File: src/rtl/gpio_irq_pkg.sv
package gpio_irq_pkg;

  typedef struct packed {
    logic both;      // lane 2: react to either transition
    logic edge_sel;  // lane 1: 1 = edge, 0 = level
    logic pol;       // lane 0: 1 = high / rising
  } trig_t;

  // Event condition for one pin in one cycle.
  function automatic logic trig_event(trig_t t, logic cur, logic prv);
    if (!t.edge_sel) return cur == t.pol;
    if (t.both)      return cur ^ prv;
    return t.pol ? (cur & ~prv) : (~cur & prv);
  endfunction

endpackage

File: src/rtl/gpio_irq_pin.sv
module gpio_irq_pin
  import gpio_irq_pkg::*;
(
  input  logic  clk,
  input  logic  rst_n,
  input  trig_t trig,
  input  logic  lvl,
  input  logic  clr,
  input  logic  sw_we,
  input  logic  sw_val,
  output logic  status
);

  logic prv_q;
  logic st_q;
  logic ev;
  logic kept;
  logic st_d;

  always_comb begin
    ev   = trig_event(trig, lvl, prv_q);
    kept = sw_we ? sw_val : (st_q & ~clr);
    // level pins recompute, edge pins latch; a fresh edge always wins
    st_d = trig.edge_sel ? (kept | ev) : ev;
  end

  always_ff @(posedge clk or negedge rst_n) begin
    if (!rst_n) begin
      prv_q <= 1'b0;
      st_q  <= 1'b0;
    end else begin
      prv_q <= lvl;
      st_q  <= st_d;
    end
  end

  assign status = st_q;

endmodule

File: src/rtl/gpio_irq_port.sv
module gpio_irq_port
  import gpio_irq_pkg::*;
#(
  parameter int PINS = 8,
  localparam int TW  = 3 * PINS
) (
  input  logic            clk,
  input  logic            rst_n,
  input  logic [PINS-1:0] pin_in,
  input  logic            enb_we,
  input  logic [PINS-1:0] enb_msk,
  input  logic [PINS-1:0] enb_val,
  input  logic            typ_we,
  input  logic [PINS-1:0] typ_msk,
  input  logic [TW-1:0]   typ_val,
  input  logic [PINS-1:0] clr,
  input  logic            sts_we,
  input  logic [PINS-1:0] sts_msk,
  input  logic [PINS-1:0] sts_val,
  output logic [PINS-1:0] status,
  output logic [PINS-1:0] enable,
  output logic [TW-1:0]   trig_type,
  output logic            pending
);

  logic [PINS-1:0] enb_q;
  logic [TW-1:0]   typ_q;

  always_ff @(posedge clk or negedge rst_n) begin
    if (!rst_n) begin
      enb_q <= '0;
      typ_q <= '0;
    end else begin
      for (int n = 0; n < PINS; n++) begin
        if (enb_we && enb_msk[n]) enb_q[n] <= enb_val[n];
        for (int l = 0; l < 3; l++) begin
          if (typ_we && typ_msk[n]) typ_q[l*PINS+n] <= typ_val[l*PINS+n];
        end
      end
    end
  end

  for (genvar n = 0; n < PINS; n++) begin : g_pin
    trig_t t;
    assign t = '{both: typ_q[2*PINS+n], edge_sel: typ_q[PINS+n], pol: typ_q[n]};
    gpio_irq_pin u_pin (
      .clk    (clk),
      .rst_n  (rst_n),
      .trig   (t),
      .lvl    (pin_in[n]),
      .clr    (clr[n]),
      .sw_we  (sts_we & sts_msk[n]),
      .sw_val (sts_val[n]),
      .status (status[n])
    );
  end

  assign enable    = enb_q;
  assign trig_type = typ_q;
  assign pending   = |(status & enb_q);

endmodule

File: src/rtl/gpio_irq_regif.sv
module gpio_irq_regif #(
  parameter int              PORTS   = 4,
  parameter int              PINS    = 8,
  parameter int              ADDR_W  = 8,
  parameter int              DATA_W  = 32,
  parameter logic [ADDR_W-1:0] STS_OFS = 8'h40,
  parameter logic [ADDR_W-1:0] ENB_OFS = 8'h50,
  parameter logic [ADDR_W-1:0] TYP_OFS = 8'h60,
  parameter logic [ADDR_W-1:0] CLR_OFS = 8'h70,
  parameter logic [ADDR_W-1:0] UP_OFS  = 8'h80,
  localparam int PORT_W = $clog2(PORTS),
  localparam int TW     = 3 * PINS
) (
  input  logic                        wr_en,
  input  logic [ADDR_W-1:0]           wr_addr,
  input  logic [DATA_W-1:0]           wr_data,
  output logic [PORTS-1:0]            enb_we,
  output logic [PORTS-1:0][PINS-1:0]  enb_msk,
  output logic [PORTS-1:0][PINS-1:0]  enb_val,
  output logic [PORTS-1:0]            typ_we,
  output logic [PORTS-1:0][PINS-1:0]  typ_msk,
  output logic [PORTS-1:0][TW-1:0]    typ_val,
  output logic [PORTS-1:0][PINS-1:0]  clr,
  output logic [PORTS-1:0]            sts_we,
  output logic [PORTS-1:0][PINS-1:0]  sts_msk,
  output logic [PORTS-1:0][PINS-1:0]  sts_val
);

  localparam logic [ADDR_W-1:0] MSTS_OFS = STS_OFS + UP_OFS;
  localparam logic [ADDR_W-1:0] MENB_OFS = ENB_OFS + UP_OFS;
  localparam logic [ADDR_W-1:0] MTYP_OFS = TYP_OFS + UP_OFS;

  logic [ADDR_W-5:0] grp;
  logic [PORT_W-1:0] wport;
  logic              ok;

  assign grp   = wr_addr[ADDR_W-1:4];
  assign wport = wr_addr[2 +: PORT_W];
  assign ok    = wr_en && (wr_addr[1:0] == 2'b00);

  always_comb begin
    for (int p = 0; p < PORTS; p++) begin
      logic hit;
      hit        = ok && (wport == PORT_W'(p));
      enb_we[p]  = 1'b0;
      enb_msk[p] = '1;
      enb_val[p] = wr_data[PINS-1:0];
      typ_we[p]  = 1'b0;
      typ_msk[p] = '1;
      typ_val[p] = wr_data[TW-1:0];
      clr[p]     = '0;
      sts_we[p]  = 1'b0;
      sts_msk[p] = wr_data[2*PINS-1:PINS];
      sts_val[p] = wr_data[PINS-1:0];
      if (hit) begin
        if (grp == ENB_OFS[ADDR_W-1:4]) enb_we[p] = 1'b1;
        if (grp == MENB_OFS[ADDR_W-1:4]) begin
          enb_we[p]  = 1'b1;
          enb_msk[p] = wr_data[2*PINS-1:PINS];
        end
        if (grp == TYP_OFS[ADDR_W-1:4]) typ_we[p] = 1'b1;
        if (grp == MTYP_OFS[ADDR_W-1:4]) begin
          typ_we[p]  = 1'b1;
          typ_msk[p] = wr_data[DATA_W-1 -: PINS];
        end
        if (grp == CLR_OFS[ADDR_W-1:4])  clr[p]    = wr_data[PINS-1:0];
        if (grp == MSTS_OFS[ADDR_W-1:4]) sts_we[p] = 1'b1;
      end
    end
  end

endmodule

File: src/rtl/gpio_irq_bank.sv
module gpio_irq_bank #(
  parameter int PORTS  = 4,
  parameter int PINS   = 8,
  parameter int ADDR_W = 8,
  parameter int DATA_W = 32,
  localparam int NPIN   = PORTS * PINS,
  localparam int PORT_W = $clog2(PORTS),
  localparam int TW     = 3 * PINS
) (
  input  logic              clk,
  input  logic              rst_n,
  input  logic [NPIN-1:0]   pin_lvl,
  input  logic              wr_en,
  input  logic [ADDR_W-1:0] wr_addr,
  input  logic [DATA_W-1:0] wr_data,
  input  logic [ADDR_W-1:0] rd_addr,
  output logic [DATA_W-1:0] rd_data,
  output logic              bank_irq
);

  localparam logic [ADDR_W-1:0] STS_OFS = 8'h40;
  localparam logic [ADDR_W-1:0] ENB_OFS = 8'h50;
  localparam logic [ADDR_W-1:0] TYP_OFS = 8'h60;

  logic [PORTS-1:0]            enb_we, typ_we, sts_we;
  logic [PORTS-1:0][PINS-1:0]  enb_msk, enb_val, typ_msk, clr, sts_msk, sts_val;
  logic [PORTS-1:0][TW-1:0]    typ_val;
  logic [PORTS-1:0][PINS-1:0]  sts_all, enb_all;
  logic [PORTS-1:0][TW-1:0]    typ_all;
  logic [PORTS-1:0]            pend;

  gpio_irq_regif #(
    .PORTS(PORTS), .PINS(PINS), .ADDR_W(ADDR_W), .DATA_W(DATA_W),
    .STS_OFS(STS_OFS), .ENB_OFS(ENB_OFS), .TYP_OFS(TYP_OFS)
  ) u_regif (
    .wr_en   (wr_en),
    .wr_addr (wr_addr),
    .wr_data (wr_data),
    .enb_we  (enb_we),
    .enb_msk (enb_msk),
    .enb_val (enb_val),
    .typ_we  (typ_we),
    .typ_msk (typ_msk),
    .typ_val (typ_val),
    .clr     (clr),
    .sts_we  (sts_we),
    .sts_msk (sts_msk),
    .sts_val (sts_val)
  );

  for (genvar p = 0; p < PORTS; p++) begin : g_port
    gpio_irq_port #(.PINS(PINS)) u_port (
      .clk       (clk),
      .rst_n     (rst_n),
      .pin_in    (pin_lvl[p*PINS +: PINS]),
      .enb_we    (enb_we[p]),
      .enb_msk   (enb_msk[p]),
      .enb_val   (enb_val[p]),
      .typ_we    (typ_we[p]),
      .typ_msk   (typ_msk[p]),
      .typ_val   (typ_val[p]),
      .clr       (clr[p]),
      .sts_we    (sts_we[p]),
      .sts_msk   (sts_msk[p]),
      .sts_val   (sts_val[p]),
      .status    (sts_all[p]),
      .enable    (enb_all[p]),
      .trig_type (typ_all[p]),
      .pending   (pend[p])
    );
  end

  assign bank_irq = |pend;

  logic [PORT_W-1:0] rport;
  assign rport = rd_addr[2 +: PORT_W];

  always_comb begin
    rd_data = '0;
    if (rd_addr[1:0] == 2'b00) begin
      if (rd_addr[ADDR_W-1:4] == STS_OFS[ADDR_W-1:4]) rd_data[PINS-1:0] = sts_all[rport];
      if (rd_addr[ADDR_W-1:4] == ENB_OFS[ADDR_W-1:4]) rd_data[PINS-1:0] = enb_all[rport];
      if (rd_addr[ADDR_W-1:4] == TYP_OFS[ADDR_W-1:4]) rd_data[TW-1:0]   = typ_all[rport];
    end
  end

endmodule

File: config.mk
export PLATFORM = sky130hd
export DESIGN_NAME = gpio_irq_bank
export DESIGN_NICKNAME = d
export VERILOG_FILES = /design/src/rtl/gpio_irq_pkg.sv /design/src/rtl/gpio_irq_pin.sv /design/src/rtl/gpio_irq_port.sv /design/src/rtl/gpio_irq_regif.sv /design/src/rtl/gpio_irq_bank.sv
export SDC_FILE = /design/constraint.sdc
export NUM_CORES = 1
export LEC_CHECK = 0
export BUFFER_PORTS_ARGS = -buffer_cell sky130_fd_sc_hd__buf_2
export CORE_UTILIZATION = 60
export CTS_CLUSTER_DIAMETER = 100
export DETAILED_ROUTE_END_ITERATION = 12
export PLACE_DENSITY = 0.81
export SLEW_MARGIN = 20
export SYNTH_ARGS = -nofsm -noshare
export SYNTH_HDL_FRONTEND = slang
export SYNTH_SLANG_ARGS = --single-unit
File: constraint.sdc
create_clock -name clk -period 1.68 [get_ports clk]
set_input_delay 0.168 -clock clk [delete_from_list [all_inputs] [get_ports clk]]
set_output_delay 0.168 -clock clk [all_outputs]
set_load 0.02 [all_outputs]
==> results list, run 1 <==
- Sequential group share of total power: 0.444
- The first global-routing pass estimated 55100 um of wire.
* Share of flip-flops with an asynchronous set or reset after synthesis: 1.00
- Yosys synthesis warning count: 0
* Share of the clock period used by the worst path: 1.25
- Number of I/O port buffers: 107
* Via count normalized by instance count: 6.49
* Proportion of synthesized chip area in sequential cells: 0.423
- Slew headroom: 0.383
- Across all layers, the routed design uses 9986 vias.
- The number of buffers and inverters on the critical path is 1.
- Clock-pin slew was measured on the worst setup and hold paths at 70 ps.
* Clock root cell: sky130_fd_sc_hd__clkbuf_16
- In the final timing run, aggregate negative setup slack is -3870 ps.
- Nature of the critical path startpoint: flop
- Detailed routing placed a total of 17700 um of wire on met2.
* Area grow syn2layout: 31.1%
- Among all flip-flop cells after synthesis, the most frequent one is sky130_fd_sc_hd__dfrtp_1.
- Final GP Congestion: 0.976
- CTS buffer count: 17
- For this run, design rule violations remaining after detail routing come to 0.
- Unique masters post-synth: 41
- Largest voltage drop on the vdd net: 0.833 mV
- Post-synth EDFFs: 0
- Critical path, cell by cell: a22oi_2 > nand4_1 > or4_4 > buf_6
- WL met1: 13000 um
* Detailed placement HPWL: 22800 um
- Final Net Count: 1442
- Count of clock tree sinks: 192
- Crit Path Max Fanout: 3
- The first detailed-routing pass ran for 6 iterations.
* Status: finished, violations left
* Routed wire length: 36600 um
- Number of buffers on the longest clock path: 2
* Fin worst setup slack: -421 ps
* Final worst path period need: 2100 ps
* Number of max-capacitance violations reported: 0
* Type of destination of the critical path: primary output
* CP max-delay cell: sky130_fd_sc_hd__or4_4
- Top routing layer in use: met4
* Maximum number of pins on one net before global-route repair: 61
* Unrepaired setup endpoints after global routing: yes
* Average wire per standard cell: 23.8 um
- Summed over all layers, the global routing overflow is 0.
- The critical path is of the reg2out type.
* Required time of the worst setup path: 1510 ps
- In the final layout, the share of cells above drive strength 1 is 0.413.
- First DRT Iteration DRCs: 1012
- The cell family contributing the most delay on the critical path is simple AND/OR/NAND/NOR gates.
- Clock network fraction of design power: 0.353
- The floorplan step set the die height to 140 um.
- Number of standard-cell rows in the floorplan: 49
* Yosys reg bits: 192
- Transition time at the pin with the least slew margin: 922 ps
- Detailed routing placed a total of 3940 um of wire on met3.
- The number of slew-limit violations in the final report is 0.
- The hold violation total from the final report is 0.
- Switching share of power: 0.278
- The share of total power dissipated in combinational logic is 0.203.
- Post-synthesis cell area: 0.0114 mm2
- Core footprint: 0.0183 mm2
* Die area: 0.0195 mm2
* Num ports: 116
- Setup violations remaining at the end of the flow were counted as 25.
- Failing checks: negative setup slack
- Class of the tightest hold or removal check: in2reg
- Clock latency on the worst-skew pair, taken at its later pin, is 450 ps.
* Arrival time at the worst endpoint: 1930 ps
* Antenna violations before repair: 1
- Gate count of the mapped netlist: 980
- In this run the static leakage power is 7.10 nW.
* Post-route clock skew: 4.71 ps
* Post-route worst hold slack: 10.4 ps
- TritonCTS built the clock tree.
* Fmax: 0.476 GHz
* Level count of the clock H-tree: 4
* Via count of the first global-routing pass: 10300
- Switching power: 3.37 mW
- Avg Cell Area, Syn: 11.6 um2
- Across every metal layer, demand over resource in global routing totals 0.376.
- On the worst path, the slowest cell contributes a delay of 570 ps.
- Die width: 140 um
* Power density normalized to cell area: 812 mW/mm2
- Power Internal: 8.73 mW
- Number of nets with antenna violations after detailed routing: 0
* Starting utilization of the core area: 0.622
==> kinds of logic after synthesis <==
| kind of cell | count (synthesis) | share of synthesized area |
|---|---|---|
| AO/OA/AOI/OAI | 176 | 0.100 |
| XOR/XNOR | 32 | 0.0247 |
| adder cells (fa/ha/maj) | 64 | 0.0704 |
| buffers and inverters | 127 | 0.0464 |
| flip-flops | 192 | 0.423 |
| multiplexers | 240 | 0.261 |
| other | 1 | 0.000330 |
| AND/OR/NAND/NOR | 148 | 0.0746 |
==> power by group through the flow <==
stage	sequential (mW)	combinational, mW	clock, mW
after floorplan	5.35	1.05	0
after global placement	5.48	1.77	0
after detailed placement	5.49	1.84	0
after CTS	5.33	2.29	4.26
after global routing	5.39	2.61	4.43
final	5.37	2.45	4.27
==> final timing paths <==
| kind | depth (start not counted) | start | slack [ps] | endpoint |
|---|---|---|---|---|
| worst max register to register | 6 | g_port[3].u_port.g_pin[5].u_pin.prv_q | 290 | g_port[3].u_port.g_pin[5].u_pin.status |
| worst min register to register | 1 | g_port[3].u_port.enable[5] | 560 | g_port[3].u_port.enable[5] |
| worst min-delay path | 2 | wr_data[23] | 10 | g_port[1].u_port.trig_type[23] |
| max in group asynchronous | 3 | rst_n | 890 | g_port[1].u_port.g_pin[3].u_pin.status |
| min in group asynchronous | 2 | rst_n | 180 | g_port[1].u_port.trig_type[20] |
| worst max-delay path | 4 | g_port[0].u_port.enable[4] | -420 | bank_irq |
==> sequential cells by signal, indices dropped and copies added, names as in the netlist <==
signal,count
g_port.u_port.trig_type,96
g_port.u_port.g_pin.u_pin.prv_q,32
g_port.u_port.enable,32
g_port.u_port.g_pin.u_pin.status,32
==> what timing repair did <==
action	4_1_cts	5_1_grt
hold buffers	36	0
gates resized for setup	45	54
setup endpoints to repair	25	25
setup buffers	86	18
hold endpoints to repair	228	0
pin swaps	21	2
==> layout by cell type (no fill, tap or decap), drive strengths merged, types with 36 or more instances in the layout <==
| cell | netlist | final |
|---|---|---|
| a22oi | 40 | 40 |
| buf | 28 | 307 |
| dfrtp | 192 | 192 |
| dlygate4sd3 | 0 | 36 |
| ha | 64 | 64 |
| inv | 72 | 72 |
| mux2 | 128 | 128 |
| mux2i | 80 | 80 |
| o211ai | 64 | 64 |
| o21ai | 64 | 64 |
==> synthesized netlist by cell type, types with 11 or more instances <==
cell type                    n  area (um2)
sky130_fd_sc_hd__dfrtp_1   192        4800
sky130_fd_sc_hd__a22oi_1    40         300
sky130_fd_sc_hd__o21ai_0    62         310
sky130_fd_sc_hd__inv_1      72         270
sky130_fd_sc_hd__o211ai_1   64         480
sky130_fd_sc_hd__nor2b_1    25         156
sky130_fd_sc_hd__nor2_1     26        97.6
sky130_fd_sc_hd__nor4_1     32         200
sky130_fd_sc_hd__xor2_1     32         280
sky130_fd_sc_hd__mux2i_1    80         801
sky130_fd_sc_hd__buf_1      12        45.0
sky130_fd_sc_hd__ha_1       64         801
sky130_fd_sc_hd__nand2_1    34         128
sky130_fd_sc_hd__mux2_2    117        1320
sky130_fd_sc_hd__mux2_1     11         124
sky130_fd_sc_hd__mux4_2     32         721
sky130_fd_sc_hd__clkbuf_1   27         101
==> per-stage QoR <==
step           utilization  area, um2  power, mW  std cells  setup slack, ps
2_1_floorplan            -      11400       6.40        987             30.6
3_3_place_gp         0.700      12800       7.25       1365             -225
3_5_place_dp         0.700      12800       7.33       1365             -249
4_1_cts              0.797      14600       11.9       1519             -378
5_1_grt              0.815      14900       12.4       1537             -457
6_report             0.816      14900       12.1       1538             -421
==> layout make-up <==
cell class,count,area [um2]
multi-input cells,668,6280
flip-flops and latches,192,4810
fillers,960,3370
repair buffers,344,2640
clock buffers,23,478
well taps,229,287
inverters,72,270
clock inverters,9,131
diodes,1,2.50
==> metal layers <==
layer	track usage	up-vias
li1	-	4218
met1	0.457	4891
met2	0.611	703
met3	0.0988	174
met4	0.208	0
met5	0	-
Power figures use the tool's default switching activity.
==> run 2: changes to the inputs <==
ABC_CLOCK_PERIOD_IN_PS = 1680   (was default)
BUFFER_PORTS_ARGS = -buffer_cell sky130_fd_sc_hd__clkbuf_2   (was -buffer_cell sky130_fd_sc_hd__buf_2)
==> results list, run 2 (synthesized netlist as in run 1, its figures left out) <==
- Status: finished, violations left
* Failing checks: negative setup slack
- Clock root cell: sky130_fd_sc_hd__clkbuf_16
- The clock passes through at most 2 buffers.
* Starting utilization of the core area: 0.622
- The HPWL after detailed placement is 23100 um.
* Die area: 0.0195 mm2
- The worst-case IR drop observed on VDD is 0.800 mV.
* Post-route worst hold slack: 4.94 ps
- The worst register-to-register path ends at g_port[0].u_port.g_pin[5].u_pin.status.
- Leakage dissipation: 7.07 nW
- Maximum number of pins on one net before global-route repair: 47
- Dividing total power by cell area gives a power density of 793 mW/mm2.
* Via count of the first global-routing pass: 10200
- Type of destination of the critical path: primary output
* Wire length of the first global-routing pass: 55000 um
- The register with the most flip-flops in the layout has 96 of them.
* Worst-case register-to-register setup slack: 160 ps
- The first detailed-routing pass took 7 iterations.
* Most frequent cells in the layout: sky130_fd_sc_hd__buf_4 (193), sky130_fd_sc_hd__dfrtp_1 (191), sky130_fd_sc_hd__mux2_2 (117)
- Remaining Overflow, GRT: 0
- Clk slew on worst S/H paths: 70 ps
- In this run, the number of DRC markers left after iteration 0 of detailed routing was 1263.
- Row generation in the floorplan step produced 49 rows.
- Final Net Count: 1435
- The slowest stage of the critical path belongs to the cell sky130_fd_sc_hd__or4_4.
- Routability-driven placement finished with a final weighted congestion of 0.957.
- Buffers placed on the I/O ports in this run total 107.
- The clock tree synthesis step divided the H-tree into 4 levels.
- Final max-slew violation count: 0
- Die width: 140 um
- Final worst path period need: 2200 ps
* Transition time at the pin with the least slew margin: 708 ps
- The worst register-to-register path begins at g_port[0].u_port.g_pin[5].u_pin.prv_q.
* Share of the core filled with cells in the final layout: 0.810
- The count of nets left with antenna violations once routing finished came out at 0.
- Nature of the critical path startpoint: flop
* Average wire per standard cell: 24.3 um
- Share of the clock period used by the worst path: 1.31
- Remaining design rule violation count: 0
* Post-Place Cell Area: 0.0128 mm2
- The number of antenna violations at the first check in global routing was 1.
- After floorplanning, the core was sized to cover 0.0183 mm2.
* Endpoint with the worst hold slack: g_port[2].u_port.trig_type[22]
- Crit Path Max Fanout: 2
- Layout cells sized above 1: 0.402
- Post-route clock skew: 6.96 ps
- For this run, the top clock speed supported by timing is 0.455 GHz.
- The startpoint identified for the worst hold timing path is wr_data[22].
* CTS buffer count: 17
* Delay-heaviest family, CP: simple AND/OR/NAND/NOR gates
* Routed wire length: 37200 um
- From synthesis to final layout, the design area changed by 30.1%.
- In the post-route analysis, the smallest setup slack over all paths is -519 ps.
- At the later pin of the worst-skew pair, clock insertion delay measures 440 ps.
- Worst hold path stage count: 2
* Class of the tightest hold or removal check: in2reg
* Post-route standard cell area excluding fillers: 0.0148 mm2
- STA puts the critical path data arrival time at 2030 ps.
* Num ports: 116
- Depth of the worst register-to-register path: 5
* Count of clock tree sinks: 192
- TritonCTS built the clock tree.
* Worst setup timing slack at the placement stage: -275 ps
- Via count normalized by instance count: 6.56
- Counting both buffers and inverters, the worst setup path holds a total of 1.
- Endpoints failing hold: 0
* Maximum cell stage delay along the critical path: 570 ps
- Vias post-DR: 10000
- The floorplan step set the die height to 140 um.
* Unrepaired setup endpoints after global routing: yes
* Leading cell type in the layout, fill and taps excluded: sky130_fd_sc_hd__buf_4
- Critical path, cell by cell: a22oi_1 > nand4_1 > or4_4 > clkbuf_8
* Total routing usage reported by global routing: 0.373
- Worst Path Class, Setup: reg2out
* Final setup vio count: 25
- The worst pin sits at a relative slew slack of 0.527.
- Number of max-capacitance violations reported: 0
- Required time of the worst setup path: 1510 ps
-- run 2: cell types whose count changed in the layout (fill, tap and decap cells not counted), moves of 4 or more --
cell,delta
sky130_fd_sc_hd__a22oi_1,+4
sky130_fd_sc_hd__a22oi_2,-4
sky130_fd_sc_hd__buf_2,-82
sky130_fd_sc_hd__buf_8,+4
sky130_fd_sc_hd__clkbuf_2,+80
sky130_fd_sc_hd__buf_6,-8
-- run 2: per-layer routing --
metal / wire (um) / share of wire / vias up / GRT usage
met5: 0 / 0 / - / 0
met1: 13100 / 0.35 / 4897 / 0.465
met3: 4490 / 0.12 / 195 / 0.107
met2: 17600 / 0.47 / 759 / 0.610
li1: - / - / 4189 / -
met4: 1940 / 0.052 / 0 / 0.153
-- run 2: timing repair --
| item | 4_1_cts | 5_1_grt |
|---|---|---|
| endpoints found under the setup margin | 25 | 25 |
| gates resized for setup | 45 | 70 |
| pin swaps | 19 | 1 |
| hold endpoints to repair | 74 | 0 |
| setup buffers | 82 | 20 |
| hold buffers | 33 | 0 |
-- run 2: where the power goes --
part | total [mW] | internal (mW) | switching, mW
sequential | 5.38 | 5.01 | 0.372
combinational | 2.44 | 1.24 | 1.20
clock | 3.91 | 2.15 | 1.76
-- run 2: area by class of cell --
cell class / instances / area (um2)
diodes: 1 / 2.50
clock buffers: 26 / 489
fillers: 997 / 3470
well taps: 229 / 287
inverters: 72 / 270
clock inverters: 5 / 55.1
repair buffers: 337 / 2630
flip-flops and latches: 192 / 4810
multi-input cells: 668 / 6260
-- run 2: worst max path at each step --
stage | cells past startpoint | start | to | slack, ps
after CTS | 4 | g_port[2].u_port.g_pin[5].u_pin.status | bank_irq | -390
after detailed placement | 6 | rd_addr[3] | rd_data[3] | -280
after floorplan | 5 | wr_addr[1] | g_port[3].u_port.enable[0] | 30
after global routing | 4 | g_port[1].u_port.g_pin[2].u_pin.status | bank_irq | -510
final | 4 | g_port[1].u_port.g_pin[2].u_pin.status | bank_irq | -520
after global placement | 6 | wr_addr[1] | g_port[3].u_port.trig_type[17] | -200
-- run 2: metrics by stage --
step	total power, mW	cells	TNS (ps)
detailed placement	7.33	1363	-10880
global route	12.1	1529	-4350
finish	11.7	1530	-3900
CTS	11.5	1509	-3580
floorplan	6.40	987	0
global placement	7.24	1363	-7090
==> run 3: changes to the inputs <==
ABC_AREA = 1   (was default)
CORE_UTILIZATION = 55   (was 60)
PLACE_DENSITY = 0.75   (was 0.81)
==> results list, run 3 <==
- Status: finished, violations left
- Failing checks: negative setup slack
- Clock network fraction of design power: 0.365
* Depth of the worst register-to-register path: 6
* Total routing usage reported by global routing: 0.343
* Wire length of the first global-routing pass: 57800 um
- Worst setup timing slack at the placement stage: 67.2 ps
- Flip-flop count of the largest register after layout: 96
* Die area: 0.0218 mm2
* Endpoint with the worst hold slack: g_port[0].u_port.trig_type[18]
- Most frequent cells in the layout: sky130_fd_sc_hd__nand2_1 (455), sky130_fd_sc_hd__o21ai_0 (223), sky130_fd_sc_hd__inv_1 (201)
* Nature of the critical path startpoint: flop
- Endpoints failing hold: 0
- Ranked by total cell area, the synthesized netlist is headed by sky130_fd_sc_hd__dfrtp_1 (41%), sky130_fd_sc_hd__nand2_1 (15%), sky130_fd_sc_hd__o21ai_0 (11%).
- Transition time at the pin with the least slew margin: 600 ps
- Largest voltage drop on the vdd net: 0.701 mV
- Registers take 0.00480 mm2.
* Proportion of synthesized chip area in sequential cells: 0.411
- Clk slew on worst S/H paths: 70 ps
- Count of clock tree sinks: 192
- For this run, the leading register cell type out of synthesis is sky130_fd_sc_hd__dfrtp_1.
- Gate power share: 0.180
- Slew headroom: 0.600
- Level count of the clock H-tree: 4
- Worst-case register-to-register setup slack: 390 ps
- CTS buffer count: 17
- The layout has 1700 filler cells.
* Launching point of the worst reg2reg path: g_port[1].u_port.g_pin[3].u_pin.prv_q
- Yosys instantiated no cell more often than sky130_fd_sc_hd__nand2_1.
- Worst hold path stage count: 3
- Via count normalized by instance count: 5.64
* Final max-slew violation count: 0
- In this run the critical register-to-register path is captured at g_port[1].u_port.g_pin[3].u_pin.status.
- Setup repair after global routing could not meet its margin everywhere.
* Worst Path Class, Setup: reg2out
- The initial utilization of the core area, before any placement, comes to 0.570.
- Yosys synthesis warning count: 0
- After detailed routing, the total wire length is 36700 um.
* Gate count of the mapped netlist: 1671
- Post-route clock skew: 9.07 ps
- Clock root cell: sky130_fd_sc_hd__clkbuf_16
- Power density normalized to cell area: 820 mW/mm2
* Leakage dissipation: 7.10 nW
- Num ports: 116
* Area grow syn2layout: 23.0%
- Most frequent cells after synthesis: sky130_fd_sc_hd__nand2_1 (461), sky130_fd_sc_hd__o21ai_0 (248), sky130_fd_sc_hd__inv_1 (209), sky130_fd_sc_hd__dfrtp_1 (192), sky130_fd_sc_hd__nor2_1 (152)
- Yosys reg bits: 192
* Fmax: 0.538 GHz
- Number of max-capacitance violations reported: 0
* Share of the clock period used by the worst path: 1.11
- Once detailed placement completed, the half-perimeter wirelength came to 24900 um.
* Worst Hold Launch: wr_data[18]
- In this run, synthesis inferred 0 flip-flops with an integrated enable.
- Of the post-synthesis cell area, the dominant cell type holds 0.411.
- The pre-antenna-repair detailed-routing pass consisted of 5 iterations.
- Switching power: 3.49 mW
- Post-synthesis cell area: 0.0117 mm2
- The synthesized design spends more area on one cell type than any other, namely sky130_fd_sc_hd__dfrtp_1.
- For this run, asynchronously set or reset flops after synthesis account for 1.00.
- After detailed routing, the number of remaining DRC violations is 0.
- Switching share of power: 0.296
* Number of nets with antenna violations after detailed routing: 0
- In the final routed layout, each cell accounts on average for 17.0 um.
- Type of destination of the critical path: primary output
- Via count of the first global-routing pass: 11300
- Final worst path period need: 1860 ps
* Antenna fix cells: 0
- The number of placed instances, taps included, is 2066.
- Vertical die dimension: 148 um
* Final Net Count: 2027
- Clock latency reported for the late side of the worst-skew pair: 430 ps
* Class of the tightest hold or removal check: in2reg
- For this run the aggregate overflow at the end of global routing stands at 0.
- Die width: 148 um
- For the worst setup path, the data required time is 1510 ps.
- Leading cell type in the layout, fill and taps excluded: sky130_fd_sc_hd__nand2_1
* Unique masters post-synth: 21
- Excluding fillers, the count of instances in the completed layout stands at 2163.
- TritonCTS built the clock tree.
- Maximum number of pins on one net before global-route repair: 53
- Number of buffers on the longest clock path: 2
- Area of the multi-input gates: 0.00599 mm2
- At the end of routability-driven placement, the weighted congestion stood at 0.910.
* Antenna violations before repair: 0
- In this run the worst path has a maximum fanout of 2.
- Of the total power, registers draw 0.455.
- Core footprint: 0.0205 mm2
* First DRT Iteration DRCs: 1273
- Layout cells sized above 1: 0.142
- Setup violations remaining at the end of the flow were counted as 9.
* Number of standard-cell rows in the floorplan: 52
- In this run the mean area of a mapped cell was 6.99 um2.
- For the worst setup path, the data arrival time is 1690 ps.
- The routed layout has 12200 vias.
- Internal power comes to 8.29 mW.
- Fin worst setup slack: -180 ps
- During placement, the flow inserted port buffers numbering 107.
## run 3: cell types whose count changed in the layout (fill, tap and decap cells not counted), moves of 106 or more
| cell | before | now |
|---|---|---|
| sky130_fd_sc_hd__nand2_1 | 34 | 455 |
| sky130_fd_sc_hd__inv_1 | 72 | 201 |
| sky130_fd_sc_hd__nand3_1 | 2 | 129 |
| sky130_fd_sc_hd__mux2_2 | 117 | 0 |
| sky130_fd_sc_hd__o21ai_0 | 56 | 223 |
| sky130_fd_sc_hd__buf_4 | 193 | 87 |
| sky130_fd_sc_hd__a21oi_1 | 8 | 124 |
| sky130_fd_sc_hd__nor2_1 | 23 | 148 |
## run 3: worst max path at each step
stage | cells after the start | to | startpoint
6_report | 10 | rd_data[5] | g_port[0].u_port.g_pin[5].u_pin.status
5_1_grt | 10 | rd_data[5] | g_port[0].u_port.g_pin[5].u_pin.status
4_1_cts | 6 | bank_irq | g_port[0].u_port.g_pin[1].u_pin.status
3_5_place_dp | 10 | g_port[0].u_port.g_pin[6].u_pin.status | wr_addr[5]
3_3_place_gp | 6 | rd_data[20] | rd_addr[1]
2_1_floorplan | 6 | rd_data[13] | rd_addr[7]
## run 3: per-stage QoR
stage               hold slack (ps)  utilization  area [um2]  TNS [ps]  total power, mW
CTS                            24.9        0.689       14100      -932             11.7
global placement                158        0.633       13000         0             7.18
floorplan                      -128            -       11700         0             6.46
detailed placement              156        0.633       13000         0             7.26
global route                   63.0        0.701       14400     -1550             12.3
finish                         40.1        0.701       14400      -858             11.8
## run 3: final cells by class
class / count / area share
multi-input combinational: 1227 / 0.417
sequential: 192 / 0.334
timing repair buffer: 231 / 0.127
inverter: 211 / 0.0551
clock buffer: 21 / 0.0321
tap: 270 / 0.0235
clock inverter: 11 / 0.0105
## run 3: power groups by stage
stage / Sequential, mW / Combinational [mW] / Clock (mW)
after floorplan: 5.32 / 1.14 / 0
after global placement: 5.43 / 1.75 / 0
after detailed placement: 5.44 / 1.82 / 0
after CTS: 5.34 / 2.00 / 4.33
after global routing: 5.40 / 2.39 / 4.49
final: 5.36 / 2.13 / 4.30
## run 3: critical path: stages, from the launching register on
cell	delay (ps)
sky130_fd_sc_hd__dfrtp_1	430
sky130_fd_sc_hd__buf_6	140
sky130_fd_sc_hd__nor2_2	70
sky130_fd_sc_hd__nor2_1	40
sky130_fd_sc_hd__o21ai_1	80
sky130_fd_sc_hd__o21ai_1	70
sky130_fd_sc_hd__nand2_1	50
sky130_fd_sc_hd__nand3_1	70
sky130_fd_sc_hd__nand2_1	120
sky130_fd_sc_hd__inv_1	50
sky130_fd_sc_hd__clkbuf_8	140
## run 3: cell families (layout without fill, tap and decap cells)
group | count (synthesis) | after routing | share of synthesized area
other | 1 | 8 | 0.000321
and+or+nand+nor | 762 | 762 | 0.261
AOI/OAI and AO/OA | 393 | 393 | 0.172
adders and majority gates | 64 | 64 | 0.0686
buffers and inverters | 259 | 474 | 0.0869
DFF | 192 | 192 | 0.411
## run 3: per-layer routing
metal  track usage  up-vias  wire length, um
met5             0        -                0
met4         0.115        0             1080
met3        0.0657       84             3860
met2         0.532      655            16500
met1         0.484     5671            15300
li1              -     5800                -
## run 3: what timing repair did
item	CTS	global route
endpoints found under the setup margin	9	22
setup buffers	19	14
hold buffers	33	0
pin swaps	13	32
resized for setup	23	88
hold endpoints to repair	75	0
